--- config.mk ---
export PLATFORM = sky130hd
export DESIGN_NAME = bank_irq_ctrl
export DESIGN_NICKNAME = d
export VERILOG_FILES = /design/src/rtl/irqc_pkg.sv /design/src/rtl/irqc_rst_sync.sv /design/src/rtl/irqc_enable_reg.sv /design/src/rtl/irqc_load_reg.sv /design/src/rtl/irqc_summary.sv /design/src/rtl/bank_irq_ctrl.sv
export SDC_FILE = /design/constraint.sdc
export NUM_CORES = 1
export LEC_CHECK = 0
export BUFFER_PORTS_ARGS = -buffer_cell sky130_fd_sc_hd__buf_2
export CAP_MARGIN = 15
export CORE_MARGIN = 5
export CORE_UTILIZATION = 54
export DETAILED_ROUTE_END_ITERATION = 6
export PLACE_DENSITY_LB_ADDON = 0.3
export SYNTH_ARGS = -nofsm -noshare
export SYNTH_HDL_FRONTEND = slang
export SYNTH_SLANG_ARGS = --single-unit
--- constraint.sdc ---
create_clock -name clk -period 6.9 [get_ports clk]
set_input_delay 0.345 -clock clk [delete_from_list [all_inputs] [get_ports clk]]
set_output_delay 0.345 -clock clk [all_outputs]
set_load 0.02 [all_outputs]
--- src/rtl/irqc_pkg.sv ---
package irqc_pkg;
  // Register map (byte offsets); software decodes these.
  localparam int OFF_SUMMARY  = 'h00;
  localparam int OFF_PEND_B1  = 'h04;
  localparam int OFF_PEND_B2  = 'h08;
  localparam int OFF_CTRL     = 'h0C;
  localparam int OFF_SET_B1   = 'h10;
  localparam int OFF_SET_B2   = 'h14;
  localparam int OFF_SET_BAS  = 'h18;
  localparam int OFF_CLR_B1   = 'h1C;
  localparam int OFF_CLR_B2   = 'h20;
  localparam int OFF_CLR_BAS  = 'h24;

  // Shortcut lines copied into the summary word, lowest summary bit first.
  localparam int SC1_CNT = 5;
  localparam int SC2_CNT = 6;
  localparam int SC1_LINE [SC1_CNT] = '{7, 9, 10, 18, 19};
  localparam int SC2_LINE [SC2_CNT] = '{21, 22, 23, 24, 25, 30};
endpackage

--- src/rtl/irqc_rst_sync.sv ---
module irqc_rst_sync (
  input  logic clk,
  input  logic rst_n_in,
  output logic rst_n_out
);
  logic stage_q;

  always_ff @(posedge clk or negedge rst_n_in) begin
    if (!rst_n_in) begin
      stage_q   <= 1'b0;
      rst_n_out <= 1'b0;
    end else begin
      stage_q   <= 1'b1;
      rst_n_out <= stage_q;
    end
  end
endmodule

--- src/rtl/irqc_enable_reg.sv ---
module irqc_enable_reg #(
  parameter int W = 32
) (
  input  logic         clk,
  input  logic         rst_n,
  input  logic         set_en,
  input  logic         clr_en,
  input  logic [W-1:0] wmask,
  output logic [W-1:0] en_q
);
  logic [W-1:0] en_d;
  logic         upd;

  always_comb begin
    upd  = set_en | clr_en;
    en_d = en_q;
    if (set_en)      en_d = en_q | wmask;
    else if (clr_en) en_d = en_q & ~wmask;
  end

  always_ff @(posedge clk or negedge rst_n) begin
    if (!rst_n)   en_q <= '0;
    else if (upd) en_q <= en_d;
  end
endmodule

--- src/rtl/irqc_load_reg.sv ---
module irqc_load_reg #(
  parameter int W = 32
) (
  input  logic         clk,
  input  logic         rst_n,
  input  logic         load,
  input  logic [W-1:0] din,
  output logic [W-1:0] q
);
  logic [W-1:0] d;

  always_comb d = din;

  always_ff @(posedge clk or negedge rst_n) begin
    if (!rst_n)    q <= '0;
    else if (load) q <= d;
  end
endmodule

--- src/rtl/irqc_summary.sv ---
module irqc_summary
  import irqc_pkg::*;
#(
  parameter int NB = 8,
  parameter int BW = 32,
  parameter int DW = 32
) (
  input  logic [NB-1:0] pend_basic,
  input  logic [BW-1:0] pend_b1,
  input  logic [BW-1:0] pend_b2,
  output logic [DW-1:0] summary
);
  localparam int FLAG1   = NB;
  localparam int FLAG2   = NB + 1;
  localparam int SC1_LSB = NB + 2;
  localparam int SC2_LSB = SC1_LSB + SC1_CNT;

  logic [BW-1:0]      sc1_mask, sc2_mask;
  logic [SC1_CNT-1:0] sc1_bits;
  logic [SC2_CNT-1:0] sc2_bits;

  always_comb begin
    sc1_mask = '0;
    sc2_mask = '0;
    for (int k = 0; k < SC1_CNT; k++) sc1_mask[SC1_LINE[k]] = 1'b1;
    for (int k = 0; k < SC2_CNT; k++) sc2_mask[SC2_LINE[k]] = 1'b1;
  end

  for (genvar k = 0; k < SC1_CNT; k++) begin : g_sc1
    assign sc1_bits[k] = pend_b1[SC1_LINE[k]];
  end
  for (genvar k = 0; k < SC2_CNT; k++) begin : g_sc2
    assign sc2_bits[k] = pend_b2[SC2_LINE[k]];
  end

  always_comb begin
    summary                    = '0;
    summary[NB-1:0]            = pend_basic;
    summary[FLAG1]             = |(pend_b1 & ~sc1_mask);
    summary[FLAG2]             = |(pend_b2 & ~sc2_mask);
    summary[SC1_LSB +: SC1_CNT] = sc1_bits;
    summary[SC2_LSB +: SC2_CNT] = sc2_bits;
  end
endmodule

--- src/rtl/bank_irq_ctrl.sv ---
module bank_irq_ctrl
  import irqc_pkg::*;
#(
  parameter int NUM_BASIC = 8,
  parameter int BANK_W    = 32,
  parameter int ADDR_W    = 8,
  parameter int DATA_W    = 32
) (
  input  logic              clk,
  input  logic              rst_n,
  input  logic [ADDR_W-1:0] bus_addr,
  input  logic              bus_we,
  input  logic [DATA_W-1:0] bus_wdata,
  output logic [DATA_W-1:0] bus_rdata,
  input  logic [NUM_BASIC-1:0] src_basic,
  input  logic [BANK_W-1:0] src_bank1,
  input  logic [BANK_W-1:0] src_bank2,
  output logic              irq
);
  logic                 rst_q_n;
  logic                 set_bas, set_b1, set_b2, clr_bas, clr_b1, clr_b2, ld_ctrl;
  logic [NUM_BASIC-1:0] en_basic_q;
  logic [BANK_W-1:0]    en_bank1_q, en_bank2_q;
  logic [NUM_BASIC-1:0] pend_basic;
  logic [BANK_W-1:0]    pend_b1, pend_b2;
  logic [DATA_W-1:0]    summary, ctrl_q;

  irqc_rst_sync u_rst (.clk(clk), .rst_n_in(rst_n), .rst_n_out(rst_q_n));

  // Write decode
  always_comb begin
    set_bas = bus_we && (bus_addr == ADDR_W'(OFF_SET_BAS));
    set_b1  = bus_we && (bus_addr == ADDR_W'(OFF_SET_B1));
    set_b2  = bus_we && (bus_addr == ADDR_W'(OFF_SET_B2));
    clr_bas = bus_we && (bus_addr == ADDR_W'(OFF_CLR_BAS));
    clr_b1  = bus_we && (bus_addr == ADDR_W'(OFF_CLR_B1));
    clr_b2  = bus_we && (bus_addr == ADDR_W'(OFF_CLR_B2));
    ld_ctrl = bus_we && (bus_addr == ADDR_W'(OFF_CTRL));
  end

  irqc_enable_reg #(.W(NUM_BASIC)) u_en_basic (
    .clk(clk), .rst_n(rst_q_n), .set_en(set_bas), .clr_en(clr_bas),
    .wmask(bus_wdata[NUM_BASIC-1:0]), .en_q(en_basic_q));

  irqc_enable_reg #(.W(BANK_W)) u_en_bank1 (
    .clk(clk), .rst_n(rst_q_n), .set_en(set_b1), .clr_en(clr_b1),
    .wmask(bus_wdata[BANK_W-1:0]), .en_q(en_bank1_q));

  irqc_enable_reg #(.W(BANK_W)) u_en_bank2 (
    .clk(clk), .rst_n(rst_q_n), .set_en(set_b2), .clr_en(clr_b2),
    .wmask(bus_wdata[BANK_W-1:0]), .en_q(en_bank2_q));

  irqc_load_reg #(.W(DATA_W)) u_ctrl (
    .clk(clk), .rst_n(rst_q_n), .load(ld_ctrl), .din(bus_wdata), .q(ctrl_q));

  always_comb begin
    pend_basic = src_basic & en_basic_q;
    pend_b1    = src_bank1 & en_bank1_q;
    pend_b2    = src_bank2 & en_bank2_q;
  end

  irqc_summary #(.NB(NUM_BASIC), .BW(BANK_W), .DW(DATA_W)) u_sum (
    .pend_basic(pend_basic), .pend_b1(pend_b1), .pend_b2(pend_b2),
    .summary(summary));

  always_comb irq = |summary;

  // Read mux
  always_comb begin
    bus_rdata = '0;
    if (bus_addr == ADDR_W'(OFF_SUMMARY))      bus_rdata = summary;
    else if (bus_addr == ADDR_W'(OFF_PEND_B1)) bus_rdata[BANK_W-1:0] = pend_b1;
    else if (bus_addr == ADDR_W'(OFF_PEND_B2)) bus_rdata[BANK_W-1:0] = pend_b2;
    else if (bus_addr == ADDR_W'(OFF_CTRL))    bus_rdata = ctrl_q;
    else if (bus_addr == ADDR_W'(OFF_SET_B1) || bus_addr == ADDR_W'(OFF_CLR_B1))
      bus_rdata[BANK_W-1:0] = en_bank1_q;
    else if (bus_addr == ADDR_W'(OFF_SET_B2) || bus_addr == ADDR_W'(OFF_CLR_B2))
      bus_rdata[BANK_W-1:0] = en_bank2_q;
    else if (bus_addr == ADDR_W'(OFF_SET_BAS) || bus_addr == ADDR_W'(OFF_CLR_BAS))
      bus_rdata[NUM_BASIC-1:0] = en_basic_q;
  end
endmodule

; ---- Word level (Yosys, flattened, before mapping)
; Index checks and enable logic that the tools add are counted.
[totals]
reg_bits = 106
elab_cells = 63
input_bits = 115
[classes]
bitwise_logic = 14
n_reduce_logical = 20
eq_ne = 9
mux = 14
[op_table]
columns = op, n
row1 = $mux W32, 9
row2 = $and A32 B32 Y32, 4
row3 = $reduce_or A72 Y1, 1
row4 = $or A32 B32 Y32, 2
row5 = $eq A8 B5 Y1 const B, 4
row6 = $mux W8, 4
row7 = $not A32 Y32, 1
row8 = $reduce_or A27 Y1, 1
row9 = $reduce_or A26 Y1, 1
row10 = $mux W24, 1
row11 = $and A8 B8 Y8, 2
row12 = $eq A8 B4 Y1 const B, 2
row13 = $eq A8 B6 Y1 const B, 2
row14 = $eq A8 B3 Y1 const B, 1
row15 = $logic_not A8 Y1, 1
row16 = $not A8 Y8, 1
row17 = $or A8 B8 Y8, 1
row18 = $logic_and A1 B1 Y1, 7
row19 = $reduce_and A2 Y1, 3
row20 = $reduce_bool A2 Y1, 3
row21 = $logic_or A1 B1 Y1, 3
row22 = $or A1 B1 Y1, 3

; ---- Longest topological paths before layout
; Gate-level depths: netlist of the first run.
[depth]
ltp_word = 9
mapped_depth = 9

; ---- By module
; Synthesis of the first run repeated with hierarchy kept, for this count alone.
[unflattened]
cells_unflattened = 781
area_unflattened_um2 = 7163.1
[by_module_without_submodules]
columns = mod, instances, seq_area_each_um2, area_per_inst_um2, cells_per_inst
row1 = bank_irq_ctrl, 1, 0.0, 2603.7, 431
row2 = irqc_enable_reg (u_en_bank1 ...), 2, 800.8, 1249.9, 102
row3 = irqc_load_reg, 1, 800.8, 1345.0, 68
row4 = irqc_summary, 1, 0.0, 347.8, 49
row5 = irqc_enable_reg (u_en_basic), 1, 200.2, 312.8, 26
row6 = irqc_rst_sync, 1, 50.0, 53.8, 3

; ---- Worst setup path before layout of the first run
; OpenSTA, ideal clock, no wires.
[synth_path]
path_kind = input to output
from = input port bus_addr[2]
to = output port bus_rdata[1]
required_ns = 6.555
path_slack_ns = 4.257
path_stages = 6
arrival_ns = 2.298
path_cell_list = buf_2 > or4bb_1 > a21oi_2 > a22o_1 > a211oi_1 > a2111oi_1
[synth_via]
elab_chain_cells = 9
word_cells_on_any_way = 20
cone_classes = eq/ne: 9 / mux: 7 / reduce/logical: 4
[synth_lines]
columns = item, line
row1 = start: declaration, bank_irq_ctrl.sv:11  ; input logic [ADDR_W-1:0] bus_addr,
row2 = $eq A8 B5 Y1 or $eq A8 B6 Y1 (tied branches), bank_irq_ctrl.sv:79  ; else if (bus_addr == ADDR_W'(OFF_SET_BAS) || bus_addr == ADDR_W'(OFF_CLR_BAS))
row3 = $logic_or A1 B1 Y1, bank_irq_ctrl.sv:79
row4 = $mux W8, bank_irq_ctrl.sv:79
row5 = $mux W8, bank_irq_ctrl.sv:77  ; else if (bus_addr == ADDR_W'(OFF_SET_B2) || bus_addr == ADDR_W'(OFF_CLR_B2))
row6 = $mux W32, bank_irq_ctrl.sv:75  ; else if (bus_addr == ADDR_W'(OFF_SET_B1) || bus_addr == ADDR_W'(OFF_CLR_B1))
row7 = $mux W32, bank_irq_ctrl.sv:74  ; else if (bus_addr == ADDR_W'(OFF_CTRL)) bus_rdata = ctrl_q;
row8 = $mux W32, bank_irq_ctrl.sv:73  ; else if (bus_addr == ADDR_W'(OFF_PEND_B2)) bus_rdata[BANK_W-1:0] = pend_b2;
row9 = $mux W32, bank_irq_ctrl.sv:72  ; else if (bus_addr == ADDR_W'(OFF_PEND_B1)) bus_rdata[BANK_W-1:0] = pend_b1;
row10 = $mux W32 *, bank_irq_ctrl.sv:71  ; if (bus_addr == ADDR_W'(OFF_SUMMARY)) bus_rdata = summary;
row11 = end: declaration, bank_irq_ctrl.sv:14  ; output logic [DATA_W-1:0] bus_rdata,
; Mark *: on every way between the ends. The rest lies on a longest branch, timed or not.

; ---- Worst setup path in the final report of the first run
[layout_path]
from = input port bus_addr[4]
to = output port bus_rdata[30]
[layout_via]
elab_chain_cells = 8
word_cells_on_any_way = 16
cone_classes = eq/ne: 7 / mux: 6 / reduce/logical: 3
[layout_lines]
columns = item, line
row1 = $eq A8 B5 Y1 or $eq A8 B6 Y1 (tied branches), bank_irq_ctrl.sv:77
row2 = $logic_or A1 B1 Y1, bank_irq_ctrl.sv:77
row3 = $mux W24, bank_irq_ctrl.sv:77
row4 = $mux W32, bank_irq_ctrl.sv:75
row5 = $mux W32, bank_irq_ctrl.sv:74
row6 = $mux W32, bank_irq_ctrl.sv:73
row7 = $mux W32, bank_irq_ctrl.sv:72
row8 = $mux W32 *, bank_irq_ctrl.sv:71
; Marks and branches as above.

==> flow_summary_export.csv, run 1 <==
group,metric,value,unit
grt,antenna_found_initial,0,
timing,period_minus_slack,3.55,ns
clocking,cts_num_sinks,106,
logic_synthesis,synth_seq_cells,106,
logic_synthesis,synth_ff_type,"dfrtp_1",
layout,diodes,0,
clocking,cts_buffer_depth,2,
detailed_routing,via_count,6502,
detailed_routing,wl_per_cell,24.8,um
worst_setup_path,arrival,3.21,ns
place,io_buffer_count,147,
timing,drv_slew,0,
floorplan,dieArea,14000,sq um
pwr,power_density,178,nW/um^2
logic_synthesis,synthCells,660,
timing,setup_ws,3.35,ns
logic_synthesis,avgSynthCellArea,9.61,sq um
logic_synthesis,synth_edf_count,0,
timing,finalSetupViolCount,0,
worst_setup_path,cp-endpoint,"bus_rdata[30]",
layout,n_fill_cell,965,
worst_setup_path,path_class,"in -> out",
timing,max_freq,0.282,GHz
clocking,cts_tree,"done",
worst_setup_path,r2r_cells,1,
worst_setup_path,startpoint_type,"primary input",
detailed_routing,dr.pass1.iters,7,
place,place.gp.congestion,0.949,
floorplan,start_util,0.553,
status,status,"finished with violations",
layout,areaGrowthSynthToFinish,16.3,%
timing,tns,0,ns
clocking,cts_resized,0,
clocking,htree_levels,3,
clocking,clock_latency,0.36,ns
grt,overflow,0,
worst_setup_path,r2r-start,"u_rst.rst_n_out",
grt,grt_max_degree,69,
layout,final_layout_size_suffix_gt1_frac,0.288,
logic_synthesis,netlist_area,6340,sq um
pwr,p_leak,3.48,nW
detailed_routing,ant_nets,0,
clocking,cts_inserted_buffers,9,
clocking,clk_pin_slew,0.07,ns
floorplan,rows,39,
worst_setup_path,rr_endpoint,"u_ctrl.q[2]",
flow_run,maxCapViolations,0,
grt,grt_use_total,0.320,
floorplan,die_h,118,um
timing,fin_crit_sh,0.515,
hold_path,hp-class,"in -> reg",
detailed_routing,post-route-drc-count,1,
hold_path,hp-start,"bus_wdata[29]",
grt,grt_pass1_wl,35900,um
layout,nets,896,
pwr,ir_drop,0.181,mV
worst_setup_path,rrSetupSlack,5.30,ns
detailed_routing,vias_per_cell,7.00,
logic_synthesis,ys_types,64,
timing,grt_setup_unrepaired,"false",
floorplan,coreArea,11500,sq um
floorplan,pin_count,148,
worst_setup_path,critPathLaunch,"bus_addr[4]",
clocking,postCtsSetupRepairBufs,0,
place,dp_hpwl,15900,um
timing,tightest_slew,1.22,ns
worst_setup_path,required,6.55,ns
logic_synthesis,yosys_warnings,0,
logic_synthesis,synth_seq_area_share,0.418,
logic_synthesis,async_flop_share,1.00,
timing,max_slew_margin,0.186,
detailed_routing,wirelength,23000,um
timing,hold_violations,0,
clocking,cts-root-buf,"clkbuf_16",
pwr,power,0.00132,W
status,violations,"design-rule violations",
place,preCtsSetupSlack,3.33,ns
worst_setup_path,cp-end-kind,"primary output",
detailed_routing,first_iter_violations,856,
logic_synthesis,syn-num-nets,775,
floorplan,die_w,118,um
timing,finClkSkew,0.00621,ns
layout,final_util,0.644,
grt,grt_pass1_vias,6597,
worst_setup_path,path_max_fanout,25,
==> cell families (layout without fill, tap and decap cells) <==
family | Yosys count | after routing | share of synthesized area
AOI/OAI and AO/OA | 228 | 228 | 0.266
and+or+nand+nor | 208 | 208 | 0.159
DFF | 106 | 106 | 0.418
muxes | 62 | 62 | 0.110
buffers and inverters | 54 | 180 | 0.0446
other | 1 | 1 | 0.000591
xor gates and xnor gates | 1 | 1 | 0.00138
==> critical path, cell delays in order <==
cell and delay [ns]:
buf_2 0.24, nor4b_2 0.60, and3_1 1.09, a221oi_1 0.26, a221oi_1 0.42, buf_2 0.24
==> cells in the final DEF (no fill, tap or decap), types with 7 or more instances in the layout <==
| master | synthesis | final |
|---|---|---|
| mux2_2 | 33 | 33 |
| a22oi_1 | 12 | 12 |
| clkbuf_16 | 0 | 9 |
| o22ai_1 | 12 | 12 |
| buf_2 | 19 | 147 |
| dfrtp_1 | 106 | 105 |
| a21o_1 | 7 | 7 |
| a31oi_1 | 12 | 12 |
| a221oi_1 | 27 | 27 |
| o21ai_0 | 19 | 19 |
| a21oi_1 | 50 | 50 |
| nand4_1 | 12 | 12 |
| nor2_1 | 17 | 17 |
| a22o_1 | 45 | 45 |
| nand2b_1 | 7 | 7 |
| buf_4 | 3 | 10 |
| mux2_1 | 29 | 29 |
| nand2_1 | 125 | 125 |
==> cells in the mapped netlist, types with 5 or more instances <==
cell type | number | area [sq um]
a221oi_1 | 27 | 236
nand2b_1 | 7 | 43.8
clkbuf_1 | 19 | 71.3
nand2_1 | 125 | 469
a211oi_1 | 5 | 37.5
a31oi_1 | 12 | 75.1
nand4_1 | 12 | 75.1
a21o_1 | 7 | 52.6
nor3b_1 | 5 | 37.5
a222oi_1 | 6 | 60.1
dfrtp_1 | 106 | 2650
o21ai_0 | 19 | 95.1
buf_6 | 6 | 67.6
a22oi_1 | 12 | 90.1
o22ai_1 | 12 | 75.1
a22o_1 | 45 | 394
mux2_1 | 29 | 327
a21oi_1 | 50 | 250
buf_2 | 19 | 95.1
inv_1 | 5 | 18.8
nor2_1 | 17 | 63.8
mux2_2 | 33 | 372
nor3_1 | 6 | 30.0
nand3_1 | 5 | 25.0
==> what timing repair did <==
action	in CTS	in global routing
endpoints found under the hold margin	2	0
setup endpoints to repair	0	0
hold buffers	1	0
==> metrics by stage <==
step,hold WS [ns],cells,instance area [sq um]
CTS,0.242,929,7380
global placement,0.129,912,7090
finish,0.249,929,7380
detailed placement,0.131,912,7090
floorplan,0.0494,660,6340
global route,0.252,929,7380
==> per-layer routing <==
layer | wire, um | GRT usage | up-vias
met5 | 0 | 0 | -
met2 | 10400 | 0.498 | 571
met1 | 8570 | 0.416 | 3073
met3 | 3050 | 0.0888 | 97
li1 | - | - | 2761
met4 | 1010 | 0.152 | 0
==> how the worst min path moves through the flow <==
stage / end / slack (ns) / depth (start not counted)
2_1_floorplan: u_rst.rst_n_out / 0.05 / 0
5_1_grt: register / 0.25 / 2
6_report: u_ctrl.q[29] / 0.25 / 2
3_5_place_dp: u_rst.stage_q / 0.13 / 1
3_3_place_gp: u_rst.stage_q / 0.13 / 1
4_1_cts: u_ctrl.q[29] / 0.24 / 2
==> final cells by class <==
class | instances | area, sq um | area share
flip-flops and latches | 106 | 2660 | 0.360
multi-input cells | 500 | 3420 | 0.464
repair buffers | 158 | 821 | 0.111
clock buffers | 11 | 243 | 0.0329
well taps | 143 | 179 | 0.0242
clock inverters | 5 | 37.5 | 0.00509
inverters | 6 | 22.5 | 0.00305
==> where the power goes <==
group | total (W) | internal (W) | switching (W)
sequential | 0.000667 | 0.000643 | 0.0000237
combinational | 0.000148 | 0.0000608 | 0.0000875
clock | 0.000502 | 0.000256 | 0.000245
Power figures use the tool's default switching activity.
==> run 2, diff against run 1 <==
==> constraint.sdc (replaced) <==
create_clock -name clk -period 3.6 [get_ports clk]
set_input_delay 0.18 -clock clk [delete_from_list [all_inputs] [get_ports clk]]
set_output_delay 0.18 -clock clk [all_outputs]
set_load 0.02 [all_outputs]
==> run 2 against run 1 <==
The run still ends with design-rule violations left. Routed wire length fell by 0.22%. Hold slack got worse by 0.17 ns. Sequential share of layout area fell by 0.71 points. Clock power rose by 92%. Design area rose by 2.0%. Global-route usage rose by 0.19 points. Non-clock buffer count rose by 15. Sequential cell count did not move.
==> flow_summary_export.csv, run 2 (same netlist as run 1, synthesis figures left out) <==
group,metric,value,unit
status,status,"finished with violations",
status,violations,"design-rule violations",
layout,n_fill_cell,936,
clocking,cts-root-buf,"clkbuf_16",
detailed_routing,first_iter_violations,1008,
timing,fin_crit_sh,0.831,
flow_run,maxCapViolations,0,
timing,max_slew_margin,0.269,
clocking,postCtsSetupRepairBufs,0,
grt,grt_max_degree,49,
layout,final_layout_size_suffix_gt1_frac,0.302,
worst_setup_path,rrSetupSlack,2.38,ns
worst_setup_path,cpPeakStageDelay,1.00,ns
layout,final_common_cell,"buf_2",
floorplan,start_util,0.553,
floorplan,die_w,118,um
worst_setup_path,slowest_stage,"nor4_1",
place,place.gp.congestion,0.971,
clocking,cts_inserted_buffers,9,
floorplan,dieArea,14000,sq um
layout,multiInputGateArea,3420,sq um
clocking,htree_levels,3,
clocking,clk_pin_slew,0.07,ns
pwr,p_leak,3.57,nW
floorplan,rows,39,
grt,antenna_found_initial,0,
grt,grtUsageMet3,0.0750,
pwr,power_density,336,nW/um^2
timing,hold_violations,0,
grt,grt_pass1_vias,6568,
layout,register_area,2660,sq um
grt,top_usage_layer,"met2",
timing,drv_slew,0,
clocking,cts_buffer_depth,2,
worst_setup_path,required,3.42,ns
worst_setup_path,arrival,2.81,ns
grt,met1_usage,0.441,
clocking,cts_tree,"done",
floorplan,die_h,118,um
hold_path,hp-class,"in -> reg",
place,dp_cells,927,
grt,overflow,0,
pwr,p_int,0.00186,W
detailed_routing,dr.pass1.iters,7,
layout,stdcell_count,944,
timing,tightest_slew,1.09,ns
grt,grt_use_total,0.322,
worst_setup_path,cp_common_cell,"buf_2",
pwr,power_switching,0.000665,W
worst_setup_path,path_class,"in -> out",
place,io_buffer_count,147,
worst_setup_path,startpoint_type,"primary input",
pwr,combPwrFrac,0.112,
detailed_routing,wirelength,23000,um
detailed_routing,ant_nets,0,
detailed_routing,post-route-drc-count,8,
floorplan,pin_count,148,
grt,grt_pass1_wl,36100,um
timing,period_minus_slack,2.99,ns
grt,met2_usage,0.496,
layout,nets,911,
timing,finClkSkew,0.00419,ns
pwr,seqPwrFrac,0.507,
worst_setup_path,cp-end-kind,"primary output",
layout,areaGrowthSynthToFinish,18.7,%
floorplan,coreArea,11500,sq um
timing,max_freq,0.334,GHz
layout,diodes,0,
worst_setup_path,path_max_fanout,31,
clocking,clock_latency,0.35,ns
detailed_routing,vias_per_cell,6.95,
timing,finalSetupViolCount,0,
worst_setup_path,path_cells,"buf_2, nor4_1, nand2_1, o22a_1, o31ai_1, buf_2",
timing,grt_setup_unrepaired,"false",
clocking,cts_num_sinks,106,
timing,tns,0,ns
detailed_routing,wl_per_cell,24.4,um
place,dp_hpwl,16500,um
pwr,p_sw_frac,0.263,
detailed_routing,via_count,6560,
pwr,ir_drop,0.209,mV
layout,final_cell_mix,"buf_2 (147), nand2_1 (125), dfrtp_1 (105)",
pwr,pwr-share-clk,0.381,
-- run 2: routing by layer --
| metal | routed length, um | vias to the layer above |
|---|---|---|
| li1 | - | 2793 |
| met1 | 8540 | 3099 |
| met2 | 10300 | 577 |
| met3 | 3210 | 91 |
| met4 | 971 | 0 |
| met5 | 0 | - |
-- run 2: worst max-delay path: cells and delay by family --
| family | cells | cell delay (ns) |
|---|---|---|
| AO/OA/AOI/OAI | 2 | 0.46 |
| buffers and inverters | 2 | 0.53 |
| AND/OR/NAND/NOR | 2 | 1.63 |
-- run 2: timing repair --
item / CTS / global route
endpoints found under the hold margin: 2 / 0
hold buffers: 1 / 0
resized for setup: 0 / 0
-- run 2: final cells by class --
class                           count  area share
Inverter                            6     0.00299
Tap cell                          143      0.0238
Timing Repair Buffer              173       0.127
Multi-Input combinational cell    500       0.454
Clock inverter                      5     0.00515
Sequential cell                   106       0.353
Clock buffer                       11      0.0336
-- run 2: worst paths after layout --
check	end	from	cells past startpoint
max	bus_rdata[17]	bus_addr[2]	6
min	u_ctrl.q[29]	bus_wdata[29]	2
max reg2reg	async pin	u_rst.rst_n_out	1
min reg2reg	u_ctrl.q[29]	u_rst.rst_n_out	0
max in group asynchronous	async pin	u_rst.rst_n_out	1
min in group asynchronous	u_rst.stage_q	rst_n	2
-- run 2: through the flow --
step	power, W	instance area [sq um]	hold WS, ns	setup slack, ns	utilization
after floorplan	0.00142	6340	-0.116	0.429	-
after global placement	0.00157	7230	-0.0324	0.889	0.630
after detailed placement	0.00158	7230	-0.0311	0.770	0.630
after CTS	0.00253	7530	0.0784	0.765	0.657
after global routing	0.00262	7530	0.0938	0.380	0.657
final	0.00253	7530	0.0839	0.608	0.657
-- run 2: power by group through the flow --
stage	registers, W	logic [W]	clock network (W)
final	0.00128	0.000283	0.000962
after global routing	0.00129	0.000303	0.00103
after CTS	0.00128	0.000277	0.000971
after detailed placement	0.00130	0.000275	0
after global placement	0.00130	0.000268	0
after floorplan	0.00130	0.000124	0
==> run 3, diff against run 2 <==
--- a/config.mk
+++ b/config.mk
@@ -5,10 +5,11 @@
 export SDC_FILE = /design/constraint.sdc
 export NUM_CORES = 1
 export LEC_CHECK = 0
+export ABC_AREA = 1
 export BUFFER_PORTS_ARGS = -buffer_cell sky130_fd_sc_hd__buf_2
 export CAP_MARGIN = 15
 export CORE_MARGIN = 5
-export CORE_UTILIZATION = 54
+export CORE_UTILIZATION = 49
 export DETAILED_ROUTE_END_ITERATION = 6
 export PLACE_DENSITY_LB_ADDON = 0.3
 export SYNTH_ARGS = -nofsm -noshare
==> constraint.sdc (replaced) <==
create_clock -name clk -period 2.6 [get_ports clk]
set_input_delay 0.13 -clock clk [delete_from_list [all_inputs] [get_ports clk]]
set_output_delay 0.13 -clock clk [all_outputs]
set_load 0.02 [all_outputs]
==> run 3 against run 2 <==
The flow now finishes without violations. Sequential cell count did not move. Setup slack got worse by 0.18 ns. Register-to-register slack got worse by 0.78 ns. Critical endpoint is now irq. Clock skew rose by 0.0047 ns. Critical path type is now reg -> out. Combinational power rose by 50%. Via count increased by 1.5%. Clock power rose by 47%. Power up 44%. Die area up 6.9%. Global-route usage down 4.6 points.
==> flow_summary_export.csv, run 3 <==
group,metric,value,unit
floorplan,die_w,122,um
detailed_routing,dr.pass1.iters,7,
floorplan,pin_count,148,
detailed_routing,via_count,6659,
grt,met2_usage,0.447,
layout,final_layout_size_suffix_gt1_frac,0.192,
timing,finalSetupViolCount,0,
timing,finClkSkew,0.00891,ns
floorplan,coreArea,12500,sq um
worst_setup_path,required,2.47,ns
flow_run,maxCapViolations,0,
floorplan,start_util,0.494,
status,status,"complete, no violations",
logic_synthesis,synth_seq_area_share,0.429,
worst_setup_path,startpoint_type,"register",
clocking,clock_latency,0.36,ns
clocking,postCtsSetupRepairBufs,0,
pwr,combPwrFrac,0.116,
pwr,seqPwrFrac,0.495,
timing,tns,0,ns
timing,grt_setup_unrepaired,"false",
place,dp_hpwl,14300,um
pwr,power_density,481,nW/um^2
clocking,htree_levels,3,
worst_setup_path,cp-end-kind,"primary output",
logic_synthesis,yosys-top-cells-count,"nand2_1 (299), dfrtp_1 (106), nand3_1 (99)",
layout,final_common_cell,"nand2_1",
floorplan,die_h,122,um
worst_setup_path,path_class,"reg -> out",
clocking,cts-root-buf,"clkbuf_16",
layout,areaGrowthSynthToFinish,22.3,%
detailed_routing,wl_per_cell,16.7,um
timing,fin_crit_sh,0.835,
clocking,cts_tree,"done",
grt,grt_use_total,0.276,
layout,finish.instance_area,7570,sq um
grt,grt_pass1_wl,31900,um
detailed_routing,first_iter_violations,753,
pwr,ir_drop,0.379,mV
layout,n_fill_cell,1237,
clocking,ctsHoldBuffers,24,
logic_synthesis,synthCells,881,
grt,met1_usage,0.379,
grt,grtUsageMet3,0.0461,
detailed_routing,ant_nets,0,
worst_setup_path,arrival,2.04,ns
logic_synthesis,synth_most_common_cell,"nand2_1",
detailed_routing,post-route-drc-count,0,
worst_setup_path,critPathTopFamily,"simple AND/OR/NAND/NOR gates",
pwr,p_sw_frac,0.259,
logic_synthesis,synth_edf_count,0,
layout,diodes,0,
worst_setup_path,path_cells,"nand2_1, nand2_1, inv_1, nand3_1, nor3_1, nand3_1, or2_2, buf_2",
worst_setup_path,path_buf_inv,2,
timing,hold-worst-slack,0.00455,ns
timing,drv_slew,0,
logic_synthesis,syn-num-nets,996,
hold_path,hp-class,"in -> reg",
place,io_buffer_count,147,
timing,max_slew_margin,0.580,
worst_setup_path,path_max_fanout,4,
timing,max_freq,0.460,GHz
grt,antenna_found_initial,0,
logic_synthesis,yosys_warnings,0,
timing,setup_ws,0.428,ns
place,place_area,7030,sq um
clocking,clk_pin_slew,0.07,ns
logic_synthesis,avgSynthCellArea,7.02,sq um
detailed_routing,wirelength,20300,um
logic_synthesis,ys_types,29,
worst_setup_path,slowest_stage,"dfrtp_1",
logic_synthesis,netlist_area,6190,sq um
logic_synthesis,yosys-top-cells-area,"dfrtp_1 (43%), nand2_1 (18%), nand3_1 (8.0%), o21ai_0 (6.9%), o21ai_1 (5.2%)",
clocking,cts_buffer_depth,2,
logic_synthesis,synth_ff_type,"dfrtp_1",
clocking,cts_inserted_buffers,9,
worst_setup_path,cpPeakStageDelay,0.42,ns
grt,grt_max_degree,49,
floorplan,rows,41,
logic_synthesis,async_flop_share,1.00,
clocking,cts_num_sinks,106,
floorplan,dieArea,15000,sq um
timing,hold_violations,0,
grt,grt_pass1_vias,6142,
layout,final_cell_mix,"nand2_1 (299), buf_2 (147), dfrtp_1 (105)",
layout,nets,1153,
detailed_routing,vias_per_cell,5.49,
timing,period_minus_slack,2.17,ns
pwr,power,0.00364,W
timing,tightest_slew,0.627,ns
place,preCtsSetupSlack,0.409,ns
grt,top_usage_layer,"met2",
pwr,p_int,0.00270,W
logic_synthesis,synth_top_cell_area_share,0.429,
pwr,pwr-share-clk,0.388,
place,place.gp.congestion,0.911,
grt,overflow,0,
logic_synthesis,synth_seq_cells,106,
clocking,cts_resized,0,
logic_synthesis,yosysTopAreaCell,"dfrtp_1",
pwr,p_leak,3.98,nW
pwr,power_switching,0.000942,W
[run 3: changes by cell type after synthesis, sizes merged, moves of 45 or more]
| cell | previous run | this run |
|---|---|---|
| o21ai | 19 | 149 |
| mux2 | 62 | 0 |
| nor2 | 17 | 64 |
| nand2 | 126 | 306 |
| inv | 5 | 64 |
| nand3 | 5 | 101 |
| a22o | 45 | 0 |
[run 3: layer usage]
metal / part of all wire / routed length [um] / vias up
met2: 0.47 / 9600 / 293
met3: 0.079 / 1600 / 32
met4: 0.021 / 433 / 0
met1: 0.43 / 8660 / 3126
li1: - / - / 3208
met5: 0 / 0 / -
[run 3: cell families after synthesis]
logic type,after synthesis,synth area share
AOI/OAI and AO/OA,174,0.144
buffers and inverters,101,0.0789
DFF,106,0.429
other,1,0.000606
and+or+nand+nor,499,0.348
[run 3: worst paths after layout]
check                                       end  slack, ns       startpoint  depth (start not counted)
worst min register to register        async pin       0.31  u_rst.rst_n_out                          0
min in group asynchronous       u_rst.rst_n_out       0.07            rst_n                          2
worst max-delay path                        irq       0.43         register                          8
worst max register to register        async pin       1.60  u_rst.rst_n_out                          1
worst min-delay path                   register      0.005    bus_wdata[12]                          3
max in group asynchronous             async pin       1.60  u_rst.rst_n_out                          1
[run 3: stage by stage]
step,instances,util
floorplan,881,-
global placement,1175,0.562
detailed placement,1175,0.562
CTS,1214,0.605
global route,1214,0.605
finish,1214,0.605
[run 3: area by class of cell]
cell class | instances | area (sq um) | area share
Clock buffer | 13 | 260 | 0.0344
Sequential cell | 106 | 2660 | 0.351
Multi-Input combinational cell | 674 | 3050 | 0.404
Inverter | 64 | 240 | 0.0317
Tap cell | 172 | 215 | 0.0284
Clock inverter | 2 | 37.5 | 0.00496
Timing Repair Buffer | 183 | 1100 | 0.146
[run 3: power groups by stage]
stage	sequential, W	combinational (W)	clock (W)
after floorplan	0.00182	0.000195	0
after global placement	0.00183	0.000383	0
after detailed placement	0.00183	0.000390	0
after CTS	0.00180	0.000420	0.00142
after global routing	0.00181	0.000474	0.00148
final	0.00180	0.000424	0.00141
